<file path="config.mk">
export PLATFORM = sky130hd
export DESIGN_NAME = ksgen_top
export DESIGN_NICKNAME = d
export VERILOG_FILES = /design/src/rtl/ksgen_pkg.sv /design/src/rtl/ksgen_filter.sv /design/src/rtl/ksgen_datapath.sv /design/src/rtl/ksgen_ctrl.sv /design/src/rtl/ksgen_top.sv
export SDC_FILE = /design/constraint.sdc
export NUM_CORES = 1
export LEC_CHECK = 0
export BUFFER_PORTS_ARGS = -buffer_cell sky130_fd_sc_hd__buf_2
export CORE_ASPECT_RATIO = 0.5
export CORE_MARGIN = 3
export CORE_UTILIZATION = 53
export CTS_CLUSTER_SIZE = 28
export DETAILED_ROUTE_END_ITERATION = 8
export PLACE_DENSITY = 0.79
export SETUP_SLACK_MARGIN = 0.05
export SLEW_MARGIN = 5
export SYNTH_ARGS = -nofsm -noshare
export SYNTH_HDL_FRONTEND = slang
export SYNTH_HIERARCHICAL = 1
export SYNTH_SLANG_ARGS = --single-unit
</file>
<file path="constraint.sdc">
create_clock -name clk -period 2.3 [get_ports clk]
set_clock_uncertainty 0.1 [all_clocks]
set_input_delay 0 -clock clk [delete_from_list [all_inputs] [get_ports clk]]
set_output_delay 0 -clock clk [all_outputs]
set_load 0.02 [all_outputs]
</file>
<file path="src/rtl/ksgen_pkg.sv">
package ksgen_pkg;

  localparam int REG_W     = 128;
  localparam int NONCE_W   = 96;
  localparam int MIX_STEPS = 256;
  localparam int KEY_STEPS = 128;

  typedef enum logic [1:0] {
    PH_IDLE  = 2'd0,
    PH_MIX   = 2'd1,
    PH_KEYIN = 2'd2,
    PH_RUN   = 2'd3
  } phase_e;

  typedef struct packed {
    logic load;    // capture key and nonce
    logic shift;   // advance both registers one step
    logic fbOut;   // xor pre-output into both feedbacks
    logic injKey;  // xor stored key bit into linear feedback
  } strobes_t;

endpackage

</file>
<file path="src/rtl/ksgen_filter.sv">
module ksgen_filter
  import ksgen_pkg::*;
(
  input  logic [REG_W-1:0] linReg,
  input  logic [REG_W-1:0] nlReg,
  output logic             preOut
);

  logic hVal;
  logic linTap;
  logic nlMask;

  always_comb begin
    // nonlinear filter over mixed taps of both registers
    hVal = (nlReg[12] & linReg[8])
         ^ (linReg[13] & linReg[20])
         ^ (nlReg[95] & linReg[42])
         ^ (linReg[60] & linReg[79])
         ^ (nlReg[12] & nlReg[95] & linReg[94]);
    linTap = linReg[93];
    nlMask = nlReg[2] ^ nlReg[15] ^ nlReg[36] ^ nlReg[45]
           ^ nlReg[64] ^ nlReg[73] ^ nlReg[89];
    preOut = hVal ^ linTap ^ nlMask;
  end

endmodule

</file>
<file path="src/rtl/ksgen_datapath.sv">
module ksgen_datapath
  import ksgen_pkg::*;
(
  input  logic               clk,
  input  logic               rstN,
  input  strobes_t           strb,
  input  logic [REG_W-1:0]   keyIn,
  input  logic [NONCE_W-1:0] nonceIn,
  output logic               preOut
);

  localparam int PAD_W = REG_W - NONCE_W;

  logic [REG_W-1:0] linReg;
  logic [REG_W-1:0] nlReg;
  logic [REG_W-1:0] keyStore;
  logic             linFb;
  logic             nlFb;
  logic             linNew;
  logic             nlNew;

  ksgen_filter u_filter (
    .linReg (linReg),
    .nlReg  (nlReg),
    .preOut (preOut)
  );

  always_comb begin
    linFb = linReg[0] ^ linReg[7] ^ linReg[38] ^ linReg[70]
          ^ linReg[81] ^ linReg[96];
    nlFb  = linReg[0] ^ nlReg[0] ^ nlReg[26] ^ nlReg[56] ^ nlReg[91] ^ nlReg[96]
          ^ (nlReg[3]  & nlReg[67])
          ^ (nlReg[11] & nlReg[13])
          ^ (nlReg[17] & nlReg[18])
          ^ (nlReg[27] & nlReg[59])
          ^ (nlReg[40] & nlReg[48])
          ^ (nlReg[61] & nlReg[65])
          ^ (nlReg[68] & nlReg[84])
          ^ (nlReg[22] & nlReg[24] & nlReg[25])
          ^ (nlReg[70] & nlReg[78] & nlReg[82])
          ^ (nlReg[88] & nlReg[92] & nlReg[93] & nlReg[95]);
    linNew = linFb ^ (strb.fbOut & preOut) ^ (strb.injKey & keyStore[0]);
    nlNew  = nlFb  ^ (strb.fbOut & preOut);
  end

  always_ff @(posedge clk or negedge rstN) begin
    if (!rstN) begin
      linReg   <= '0;
      nlReg    <= '0;
      keyStore <= '0;
    end else if (strb.load) begin
      nlReg    <= keyIn;
      linReg   <= {1'b0, {(PAD_W-1){1'b1}}, nonceIn};
      keyStore <= keyIn;
    end else if (strb.shift) begin
      linReg <= {linNew, linReg[REG_W-1:1]};
      nlReg  <= {nlNew, nlReg[REG_W-1:1]};
      if (strb.injKey) keyStore <= {1'b0, keyStore[REG_W-1:1]};
    end
  end

  // the padding above the nonce is fixed right after a load
  a_r1_load_pad: assert property (@(posedge clk) disable iff (!rstN)
    strb.load |=> (linReg[REG_W-1:NONCE_W] == {1'b0, {(PAD_W-1){1'b1}}}));

  // without load or step the state must not move
  a_r7_hold_state: assert property (@(posedge clk) disable iff (!rstN)
    (!strb.load && !strb.shift) |=> ($stable(linReg) && $stable(nlReg)));

  // key injection and output feedback are never combined
  a_r6_no_mixed_fb: assert property (@(posedge clk) disable iff (!rstN)
    !(strb.fbOut && strb.injKey));

endmodule

</file>
<file path="src/rtl/ksgen_ctrl.sv">
module ksgen_ctrl
  import ksgen_pkg::*;
(
  input  logic     clk,
  input  logic     rstN,
  input  logic     start,
  input  logic     enable,
  output strobes_t strb,
  output logic     ready,
  output logic     authPhase,
  output logic     bitValid
);

  localparam int TOTAL = MIX_STEPS + KEY_STEPS;
  localparam int CNT_W = $clog2(TOTAL);

  phase_e           phase;
  logic [CNT_W-1:0] stepCnt;

  always_comb begin
    strb        = '0;
    strb.load   = start;
    strb.fbOut  = !start && (phase == PH_MIX);
    strb.injKey = !start && (phase == PH_KEYIN);
    strb.shift  = !start && ((phase == PH_MIX) || (phase == PH_KEYIN) ||
                             ((phase == PH_RUN) && enable));
    ready       = (phase == PH_RUN);
    authPhase   = (phase == PH_KEYIN);
    bitValid    = ready && enable && !start;
  end

  always_ff @(posedge clk or negedge rstN) begin
    if (!rstN) begin
      phase   <= PH_IDLE;
      stepCnt <= '0;
    end else if (start) begin
      phase   <= PH_MIX;
      stepCnt <= '0;
    end else begin
      unique case (phase)
        PH_MIX: begin
          stepCnt <= stepCnt + 1'b1;
          if (stepCnt == CNT_W'(MIX_STEPS - 1)) phase <= PH_KEYIN;
        end
        PH_KEYIN: begin
          if (stepCnt == CNT_W'(TOTAL - 1)) begin
            phase   <= PH_RUN;
            stepCnt <= '0;
          end else begin
            stepCnt <= stepCnt + 1'b1;
          end
        end
        default: ;
      endcase
    end
  end

  // the phase flag and ready never overlap
  a_r6_phase_not_ready: assert property (@(posedge clk) disable iff (!rstN)
    !(authPhase && ready));

  // ready only rises straight out of the last re-injection step
  a_r7_ready_after_keyin: assert property (@(posedge clk) disable iff (!rstN)
    $rose(ready) |-> ($past(authPhase) && $past(stepCnt) == CNT_W'(TOTAL - 1)));

  // a start clears both flags on the next cycle
  a_r8_start_restarts: assert property (@(posedge clk) disable iff (!rstN)
    start |=> (!ready && !authPhase));

  // the window opens only after the full mixing count
  a_r6_window_open: assert property (@(posedge clk) disable iff (!rstN)
    $rose(authPhase) |-> ($past(stepCnt) == CNT_W'(MIX_STEPS - 1)));

endmodule

</file>
<file path="src/rtl/ksgen_top.sv">
module ksgen_top
  import ksgen_pkg::*;
(
  input  logic               clk,
  input  logic               rstN,
  input  logic               start,
  input  logic [REG_W-1:0]   keyIn,
  input  logic [NONCE_W-1:0] nonceIn,
  input  logic               enable,
  output logic               bitOut,
  output logic               bitValid,
  output logic               ready,
  output logic               authPhase
);

  strobes_t strb;

  ksgen_ctrl u_ctrl (
    .clk       (clk),
    .rstN      (rstN),
    .start     (start),
    .enable    (enable),
    .strb      (strb),
    .ready     (ready),
    .authPhase (authPhase),
    .bitValid  (bitValid)
  );

  ksgen_datapath u_dp (
    .clk     (clk),
    .rstN    (rstN),
    .strb    (strb),
    .keyIn   (keyIn),
    .nonceIn (nonceIn),
    .preOut  (bitOut)
  );

  // a valid bit is only offered while ready
  a_r7_valid_in_ready: assert property (@(posedge clk) disable iff (!rstN)
    bitValid |-> (ready && !authPhase));

endmodule

</file>
==> results of run 1 <==
[cells by family after synthesis]
group	Yosys count	share of synthesized area
and+or+nand+nor	820	0.220
AOI/OAI and AO/OA	406	0.150
DFF	395	0.521
buffers and inverters	166	0.0366
muxes	96	0.0507
xor gates and xnor gates	33	0.0185
adders and majority gates	5	0.00330
[where the power goes]
part | total [mW] | internal (mW) | switching (mW) | leakage (nW)
Combinational | 3.30 | 1.66 | 1.64 | 5.88
Clock | 6.24 | 3.49 | 2.75 | 0.572
Sequential | 8.12 | 7.66 | 0.455 | 4.51
Total | 17.7 | 12.8 | 4.84 | 11.0
[sequential cells by signal (all words and copies together), names as in the netlist]
signal          flops
u_ctrl/phase        2
u_dp/keyStore     128
u_ctrl/stepCnt      9
u_dp/nlReg        128
u_dp/linReg       128
[tightest hold or removal path: cells and delay by family]
kind | cells | cell delay, ns
AO/OA/AOI/OAI | 1 | 0.06
buffers and inverters | 2 | 0.61
AND/OR/NAND/NOR | 1 | 0.04
[cell usage after synthesis (all sizes together)]
cell / instances
nor3: 3
buf: 21
clkbuf: 139
a21o: 1
inv: 6
a31oi: 3
mux2i: 96
or3: 1
nand2: 124
and2: 158
o22ai: 1
nand3b: 1
a21oi: 7
xor2: 6
nand4: 2
nor3b: 1
a211oi: 255
a21bo: 1
nand3: 5
o21ai: 104
and4: 1
a41oi: 1
nor2: 264
dfrtp: 395
o21bai: 1
and3: 127
ha: 5
nor2b: 130
a211o: 31
and4b: 1
nand2b: 2
xnor3: 4
a311oi: 1
xnor2: 23
[area by class of cell]
cell class | instances | share of cell area
Inverter | 6 | 0.00102
Multi-Input combinational cell | 1360 | 0.352
Clock buffer | 45 | 0.0397
Tap cell | 475 | 0.0242
Sequential cell | 395 | 0.402
Clock inverter | 17 | 0.00855
Antenna cell | 4 | 0.000407
Timing Repair Buffer | 511 | 0.172
[per-stage QoR]
step            util  hold WS, ns  TNS [ns]  cells
2_1_floorplan      -       -0.396    -0.212   1921
3_3_place_gp   0.595      -0.0950   -0.0824   2512
3_5_place_dp   0.595      -0.0904    -0.196   2512
4_1_cts        0.696       0.0733    -0.144   2803
5_1_grt        0.705        0.102    -0.484   2812
6_report       0.706        0.102    -0.269   2813
[what timing repair did]
action / 4_1_cts / 5_1_grt
endpoints found under the setup margin: 5 / 152
hold buffers: 228 / 0
gates resized for setup: 6 / 44
gates cloned: 0 / 4
buffers inserted: 1 / 3
pin swaps: 2 / 4
endpoints found under the hold margin: 750 / 0
[metal layers]
| layer | vias up | track usage | share of wire |
|---|---|---|---|
| met5 | - | 0 | 0 |
| met1 | 7762 | 0.342 | 0.43 |
| met4 | 0 | 0.105 | 0.039 |
| met2 | 466 | 0.442 | 0.50 |
| li1 | 7427 | - | - |
| met3 | 157 | 0.0403 | 0.041 |
[final timing paths]
check                                             startpoint                           end  slack [ns]  depth (start not counted)
min in group asynchronous                               rstN    u_dp/nlReg[32]$_DFFE_PN0P_        0.47                          3
worst min register to register  u_dp/linReg[101]$_DFFE_PN0P_  u_dp/linReg[101]$_DFFE_PN0P_        0.38                          1
worst max register to register    u_dp/nlReg[89]$_DFFE_PN0P_   u_dp/nlReg[127]$_DFFE_PN0P_       -0.19                         10
worst min-delay path                             nonceIn[34]   u_dp/linReg[34]$_DFFE_PN0P_        0.10                          4
worst max-delay path              u_dp/nlReg[89]$_DFFE_PN0P_   u_dp/nlReg[127]$_DFFE_PN0P_       -0.19                         10
max in group asynchronous                               rstN   u_dp/nlReg[112]$_DFFE_PN0P_        0.80                          4
==> results.toml, run 1 <==
[global_route]
grt_pass1_wl_mm = 82.1
grt_overflow = 0
grt_usage = 0.262
grt_max_degree = 219
antenna_found_initial = 3
grt_pass1_vias = 16100

[floorplanning]
io_pins = 232
die_y_um = 140
die_x_um = 273
rows = 48
dieArea_mm2 = 0.0382
initial_utilization = 0.544
core_mm2 = 0.0348

[routing]
num_vias = 15800
post_drt_wl_per_cell_um = 18.4
initialDrtViolationCount = 1561
finalWirelength_mm = 51.9
first_pass_iters = 5
antenna_left = 0
drcViolationCount = 0
via_per_inst = 5.62

[cells_and_area]
nets = 2543
fill_cells = 2396
final_cell_mix = "394 x dfrtp_1, 264 x nor2_1, 228 x dlygate4sd3_1, 228 x buf_2, 222 x a211oi_1"
design_area_mm2 = 0.0246
multi_input_area_mm2 = 0.00865
final_common_cell = "dfrtp_1"
drive_above_1_share = 0.170
regArea_mm2 = 0.00989
area_growth_pct = 29.7

[sta]
setup_viol = 3
maxSlewViolCount = 0
fmax_ghz = 0.402
setup_slack_ns = -0.185
finalCriticalPeriod_ns = 2.49
hold_violations = 0
tightestPinTransition_ns = 0.833
period_share = 1.08
rsz0062_at_grt = "true"
relSlewSlack = 0.445

[logic_synthesis]
synth.top_cell.area_share = 0.521
synth.yosys.seq_area_share = 0.521
synth_area_leader_cell = "dfrtp_1"
synth_area_per_cell_um2 = 9.87
ys_warn_count = 6
synth.distinct_cells = 46
syn-instance-count = 1921
synth_area_leaders = "dfrtp_1 52%, a211oi_1 10%, nor2_1 5.2%"
synth-seq-cells = 395
syn-cell-area_mm2 = 0.0190
syn_nets = 2154

[clock_network]
cts_made_buffers = 36
insertion_delay_ns = 0.54
cts-htree-levels = 2
path_clk_slew_ns = 0.07
cts.sinks = 395
clock_path_buffers = 3
cts-root-buf = "clkbuf_16"
cts_tree = "yes"

[run_status]
violations = "setup timing"
status = "finished, violations left"

[worst_setup_path]
path_buf_inv = 0
end_kind = "flop"
worstPathArrival_ns = 2.82
cpPeakStageDelay_ns = 0.46
slowest_stage = "xnor3_1"
path_max_fanout = 2
crit_required_ns = 2.63
critPathLaunchType = "flop"
critPathTopFamily = "XOR/XNOR gates"
cp_cell_sequence = "xnor2_2 > xnor2_1 > xnor3_1 > xnor2_2 > nand2_1 > xor2_2 > xnor2_1 > xnor3_1 > nand2_1 > a21oi_2"
worst-setup-path-type = "reg2reg"

[power_and_ir_drop]
powerDensity_mw_per_mm2 = 718
ir_worst_vdd_uv = 442
power.total_mw = 17.7
leakage_nw = 11.0

[place]
gp_congestion = 0.801
post-place-ws_ns = -0.156
place_hpwl_mm = 27.4
io_buffers = 231
dpl_cell_area_mm2 = 0.0207

[min_path]
hold_class = "in2reg"

[flow_run]
max_cap_viol_count = 0
Power figures use the tool's default switching activity.
==> run 2, diff against run 1 <==
--- a/config.mk
+++ b/config.mk
@@ -8,10 +8,10 @@
 export BUFFER_PORTS_ARGS = -buffer_cell sky130_fd_sc_hd__buf_2
 export CORE_ASPECT_RATIO = 0.5
 export CORE_MARGIN = 3
-export CORE_UTILIZATION = 53
+export CORE_UTILIZATION = 35
 export CTS_CLUSTER_SIZE = 28
 export DETAILED_ROUTE_END_ITERATION = 8
-export PLACE_DENSITY = 0.79
+export PLACE_DENSITY = 0.57
 export SETUP_SLACK_MARGIN = 0.05
 export SLEW_MARGIN = 5
 export SYNTH_ARGS = -nofsm -noshare
==> run 2 against run 1 <==
The run still ends with setup timing left. Final cell count rose by 8.8%. Largest power group unchanged. Utilization fell by 23 points. Die area rose by 50%. Combinational power fell by 3%. First-iteration DRC count fell by 32%.
==> results.toml, run 2 (synthesis gave the netlist of run 1 again) <==
[run_status]
status = "finished, violations left"
violations = "setup timing"

[sta]
fmax_ghz = 0.415
setup_slack_ns = -0.111
tightestPinTransition_ns = 0.729
setup_viol = 2
relSlewSlack = 0.514
finalCriticalPeriod_ns = 2.41
hold_violations = 0
period_share = 1.05
rsz0062_at_grt = "true"
maxSlewViolCount = 0

[global_route]
antenna_found_initial = 1
grt_max_degree = 173
grt_usage = 0.174
grt_pass1_vias = 15400
grt_overflow = 0
grt_pass1_wl_mm = 81.8

[clock_network]
cts-root-buf = "clkbuf_16"
cts.sinks = 395
insertion_delay_ns = 0.55
cts_made_buffers = 40
cts_tree = "yes"
cts-htree-levels = 2
clock_path_buffers = 3
path_clk_slew_ns = 0.07

[routing]
drcViolationCount = 0
first_pass_iters = 4
via_per_inst = 4.96
initialDrtViolationCount = 1060
finalWirelength_mm = 50.7
post_drt_wl_per_cell_um = 16.5
num_vias = 15200
antenna_left = 0

[worst_setup_path]
critPathLaunchType = "flop"
slowest_stage = "xnor3_1"
end_kind = "flop"
worst-setup-path-type = "reg2reg"
path_max_fanout = 3
critPathTopFamily = "XOR/XNOR gates"
path_common_cell = "xnor2_1"
worstPathArrival_ns = 2.75
path_buf_inv = 0
cp_cell_sequence = "xnor2_1 > xnor2_1 > xnor3_1 > xnor2_2 > nand2_1 > xor2_2 > xnor2_1 > xnor3_1 > nand2_1 > a21oi_2"
crit_required_ns = 2.64
cpPeakStageDelay_ns = 0.46

[place]
io_buffers = 231
gp_congestion = 0.758
dp_cells = 2749
place_hpwl_mm = 30.4
post-place-ws_ns = -0.136

[floorplanning]
core_mm2 = 0.0527
io_pins = 232
initial_utilization = 0.360
rows = 59
dieArea_mm2 = 0.0572
die_y_um = 171
die_x_um = 335

[power_and_ir_drop]
power.total_mw = 17.9
powerDensity_mw_per_mm2 = 718
ir_worst_vdd_uv = 456
leakage_nw = 11.0

[cells_and_area]
final_common_cell = "dfrtp_1"
final_util = 0.473
layout_top_registers = "u_dp/keyStore (128), u_dp/linReg (128), u_dp/nlReg (128)"
final_cell_mix = "395 x dfrtp_1, 264 x nor2_1, 252 x a211oi_1, 235 x dlygate4sd3_1, 228 x buf_2"
drive_above_1_share = 0.157
fill_cells = 4958
nets = 2563
area_growth_pct = 31.5
final_cells = 3061

[min_path]
hold_class = "in2async"

[flow_run]
max_cap_viol_count = 0
==> run 2: changes by cell type in the layout (fill, tap and decap cells not counted), sizes merged <==
| cell | previous run | this run |
|---|---|---|
| buf | 280 | 290 |
| bufinv | 4 | 3 |
| clkbuf | 48 | 56 |
| clkinv | 6 | 5 |
| clkinvlp | 4 | 3 |
| diode | 4 | 6 |
| dlygate4sd3 | 228 | 235 |
| inv | 9 | 7 |
==> run 2: what timing repair did <==
item	in CTS	in global routing
setup buffers	0	2
pin swaps	2	2
gates resized for setup	3	11
hold buffers	236	0
endpoints found under the setup margin	3	73
cloned	0	2
endpoints found under the hold margin	758	0
==> run 2: cell type report <==
type / instances / area (µm²) / share of cell area
Tap cell: 701 / 877 / 0.0352
Sequential cell: 395 / 9880 / 0.397
Clock inverter: 12 / 160 / 0.00643
Antenna cell: 6 / 15.0 / 0.000602
Inverter: 6 / 25.0 / 0.00100
Timing Repair Buffer: 527 / 4380 / 0.176
Clock buffer: 54 / 1130 / 0.0452
Multi-Input combinational cell: 1360 / 8460 / 0.339
==> run 2: layer usage <==
metal,up-vias,track usage,share of wire
met2,215,0.288,0.48
met5,-,0,0
met3,79,0.0239,0.028
met1,7416,0.240,0.47
met4,0,0.0519,0.024
li1,7472,-,-
==> run 2: path summary, 6_finish.rpt <==
kind | startpoint | to | slack [ns] | depth (start not counted)
hold / removal | rstN | u_dp/nlReg[26]$_DFFE_PN0P_ | 0.04 | 3
setup / recovery | u_dp/nlReg[15]$_DFFE_PN0P_ | u_dp/nlReg[127]$_DFFE_PN0P_ | -0.11 | 10
setup reg to reg | u_dp/nlReg[15]$_DFFE_PN0P_ | u_dp/nlReg[127]$_DFFE_PN0P_ | -0.11 | 10
hold reg to reg | u_dp/linReg[111]$_DFFE_PN0P_ | u_dp/linReg[111]$_DFFE_PN0P_ | 0.38 | 1
min in group clk | nonceIn[18] | u_dp/linReg[18]$_DFFE_PN0P_ | 0.09 | 4
max in group asynchronous | rstN | u_dp/linReg[11]$_DFFE_PN0P_ | 1.66 | 3
==> run 2: power breakdown <==
part | switching [mW] | internal (mW) | leakage (nW)
combinational | 1.55 | 1.65 | 5.89
clock | 2.83 | 3.78 | 0.621
sequential | 0.421 | 7.66 | 4.51
total | 4.80 | 13.1 | 11.0
==> run 2: stage by stage <==
stage | instance area (µm²) | TNS [ns] | hold slack [ns]
2_1_floorplan | 19000 | -0.212 | -0.396
3_3_place_gp | 21100 | -0.0808 | -0.108
3_5_place_dp | 21100 | -0.154 | -0.110
4_1_cts | 24800 | -0.154 | 0.0386
5_1_grt | 24900 | -0.639 | 0.0385
6_report | 24900 | -0.112 | 0.0430
==> run 2: worst min-delay path, cell delays in order <==
cell           delay [ns]
dlygate4sd3_1        0.56
buf_8                0.21
buf_12               0.25
==> run 3, diff against run 2 <==
--- a/config.mk
+++ b/config.mk
@@ -11,10 +11,11 @@
 export CORE_UTILIZATION = 35
 export CTS_CLUSTER_SIZE = 28
 export DETAILED_ROUTE_END_ITERATION = 8
-export PLACE_DENSITY = 0.57
+export PLACE_DENSITY = 0.55
 export SETUP_SLACK_MARGIN = 0.05
 export SLEW_MARGIN = 5
 export SYNTH_ARGS = -nofsm -noshare
 export SYNTH_HDL_FRONTEND = slang
 export SYNTH_HIERARCHICAL = 1
 export SYNTH_SLANG_ARGS = --single-unit
+export TNS_END_PERCENT = 10
==> constraint.sdc (replaced) <==
create_clock -name clk -period 3.1 [get_ports clk]
set_clock_uncertainty 0.1 [all_clocks]
set_input_delay 0 -clock clk [delete_from_list [all_inputs] [get_ports clk]]
set_output_delay 0 -clock clk [all_outputs]
set_load 0.02 [all_outputs]
==> run 3 against run 2 <==
The flow now finishes without violations. Clock power is 30% lower. Non-clock buffer count is 50 lower. Register-to-register slack better by 0.49 ns. Via count is 1.8% lower. Critical path depth stayed put. Sequential share of layout area is 1.2 points higher. Clock-buffer cell count is 3 higher. Utilization is 1.4 points lower. Sequential power is 26% lower. Wire length is 2.0% lower. Final cell count is 1.8% lower. Critical path type unchanged. Critical endpoint unchanged.
==> results.toml, run 3 (synthesis gave the netlist of run 1 again) <==
[global_route]
grt_busiest_layer = "met2"
met2_usage = 0.294
grt_usage = 0.173
grt_max_degree = 220
grt_pass1_vias = 15400
antenna_found_initial = 0
met1_usage = 0.236
grt_pass1_wl_mm = 81.5
grt_overflow = 0
grtUsageMet3 = 0.0240

[clock_network]
cts-htree-levels = 2
cts_setup_buffers = 0
path_clk_slew_ns = 0.06
insertion_delay_ns = 0.53
cts-root-buf = "clkbuf_16"
cts_made_buffers = 40
cts_tree = "yes"
ctsResizeCount = 0
cts.sinks = 395
clock_path_buffers = 3

[sta]
rsz0062_at_grt = "false"
relSlewSlack = 0.283
period_share = 0.877
setup_tns_ns = 0
hold_violations = 0
maxSlewViolCount = 0
setup_viol = 0
finalCriticalPeriod_ns = 2.72
tightestPinTransition_ns = 1.08
fmax_ghz = 0.368

[worst_setup_path]
worstPathArrival_ns = 3.04
worst-setup-path-type = "reg2reg"
critPathTopFamily = "XOR/XNOR gates"
crit_required_ns = 3.42
cpPeakStageDelay_ns = 0.46
critPathLaunchType = "flop"
worst_r2r_path_depth = 10
cp_cell_sequence = "xnor2_1 > xnor2_1 > xnor3_1 > xnor2_1 > nand2_1 > xor2_1 > xnor2_1 > xnor3_1 > nand2_1 > a21oi_2"
path_common_cell = "xnor2_1"
timing.rr.end = "u_dp/nlReg[127]$_DFFE_PN0P_"
path_max_fanout = 3
slowest_stage = "xnor2_1"
path_buf_inv = 0
end_kind = "flop"
reg2reg_from = "u_dp/nlReg[45]$_DFFE_PN0P_"
rrSetupSlack_ns = 0.38

[cells_and_area]
drive_above_1_share = 0.141
fill_cells = 4952
area_growth_pct = 27.7
final_util = 0.459
layout_top_registers = "u_dp/keyStore (128), u_dp/linReg (128), u_dp/nlReg (128)"
final_cell_mix = "395 x dfrtp_1, 264 x nor2_1, 255 x a211oi_1, 229 x buf_2, 226 x dlygate4sd3_1"
diodes = 0
final_cells = 3007
final_common_cell = "dfrtp_1"
nets = 2513

[routing]
drcViolationCount = 0
via_per_inst = 4.96
antenna_left = 0
first_pass_iters = 7
num_vias = 14900
initialDrtViolationCount = 958
post_drt_wl_per_cell_um = 16.5
finalWirelength_mm = 49.6

[run_status]
status = "complete, no violations"

[floorplanning]
rows = 59
dieArea_mm2 = 0.0572
die_y_um = 171
initial_utilization = 0.360
die_x_um = 335
io_pins = 232
core_mm2 = 0.0527

[place]
gp_congestion = 0.758
io_buffers = 231
dp_cells = 2712
place_hpwl_mm = 28.3

[power_and_ir_drop]
power.total_mw = 12.9
powerDensity_mw_per_mm2 = 531
ir_worst_vdd_uv = 281
leakage_nw = 10.7

[flow_run]
max_cap_viol_count = 0

[min_path]
hold_class = "in2async"
==> run 3: changes by cell type in the layout (fill, tap and decap cells not counted), sizes merged <==
cell | before | now
buf | 290 | 251
bufinv | 3 | 0
clkbuf | 56 | 57
clkinv | 5 | 10
clkinvlp | 3 | 1
diode | 6 | 0
dlygate4sd3 | 235 | 226
inv | 7 | 6
==> run 3: worst max path at each step <==
stage                                            from                          end  cells past startpoint
final                      u_dp/nlReg[45]$_DFFE_PN0P_  u_dp/nlReg[127]$_DFFE_PN0P_                     10
after detailed placement   u_dp/nlReg[36]$_DFFE_PN0P_  u_dp/nlReg[127]$_DFFE_PN0P_                     10
after CTS                  u_dp/nlReg[36]$_DFFE_PN0P_  u_dp/nlReg[127]$_DFFE_PN0P_                     10
after global placement     u_dp/nlReg[36]$_DFFE_PN0P_  u_dp/nlReg[127]$_DFFE_PN0P_                     10
after global routing       u_dp/nlReg[45]$_DFFE_PN0P_  u_dp/nlReg[127]$_DFFE_PN0P_                     10
after floorplan           u_dp/linReg[93]$_DFFE_PN0P_  u_dp/nlReg[127]$_DFFE_PN0P_                     10
==> run 3: what timing repair did <==
item / CTS / global route
endpoints found under the setup margin: 0 / 0
hold buffers: 227 / 0
hold endpoints to repair: 748 / 0
==> run 3: cell type report <==
cell class	count	area [µm²]	area share
repair buffers	477	3780	0.156
clock buffers	57	1180	0.0486
well taps	701	877	0.0362
inverters	6	27.5	0.00114
multi-input cells	1360	8400	0.347
flip-flops and latches	395	9880	0.408
clock inverters	11	57.6	0.00238
==> run 3: power by group <==
part / internal, mW / total, mW / switching [mW] / leakage, nW
sequential: 5.69 / 6.00 / 0.314 / 4.51
clock: 2.63 / 4.66 / 2.03 / 0.617
combinational: 1.07 / 2.20 / 1.13 / 5.58
total: 9.39 / 12.9 / 3.47 / 10.7
==> run 3: routing by layer <==
layer  routed length [µm]  vias up
li1                     -     7373
met1                23300     7289
met2                24000      180
met3                 1460       61
met4                  903        0
met5                    0        -
==> run 3: per-stage QoR <==
step                area, µm²  setup WS (ns)  hold slack, ns
CTS                     24200          0.323          0.0401
global route            24200          0.217          0.0596
global placement        20700          0.454          -0.120
detailed placement      20700          0.325          -0.120
finish                  24200          0.381          0.0436
floorplan               19000          0.501          -0.396
==> run 3: worst min-delay path, stage by stage <==
cell           delay (ns)
dlygate4sd3_1        0.56
buf_8                0.20
buf_16               0.28
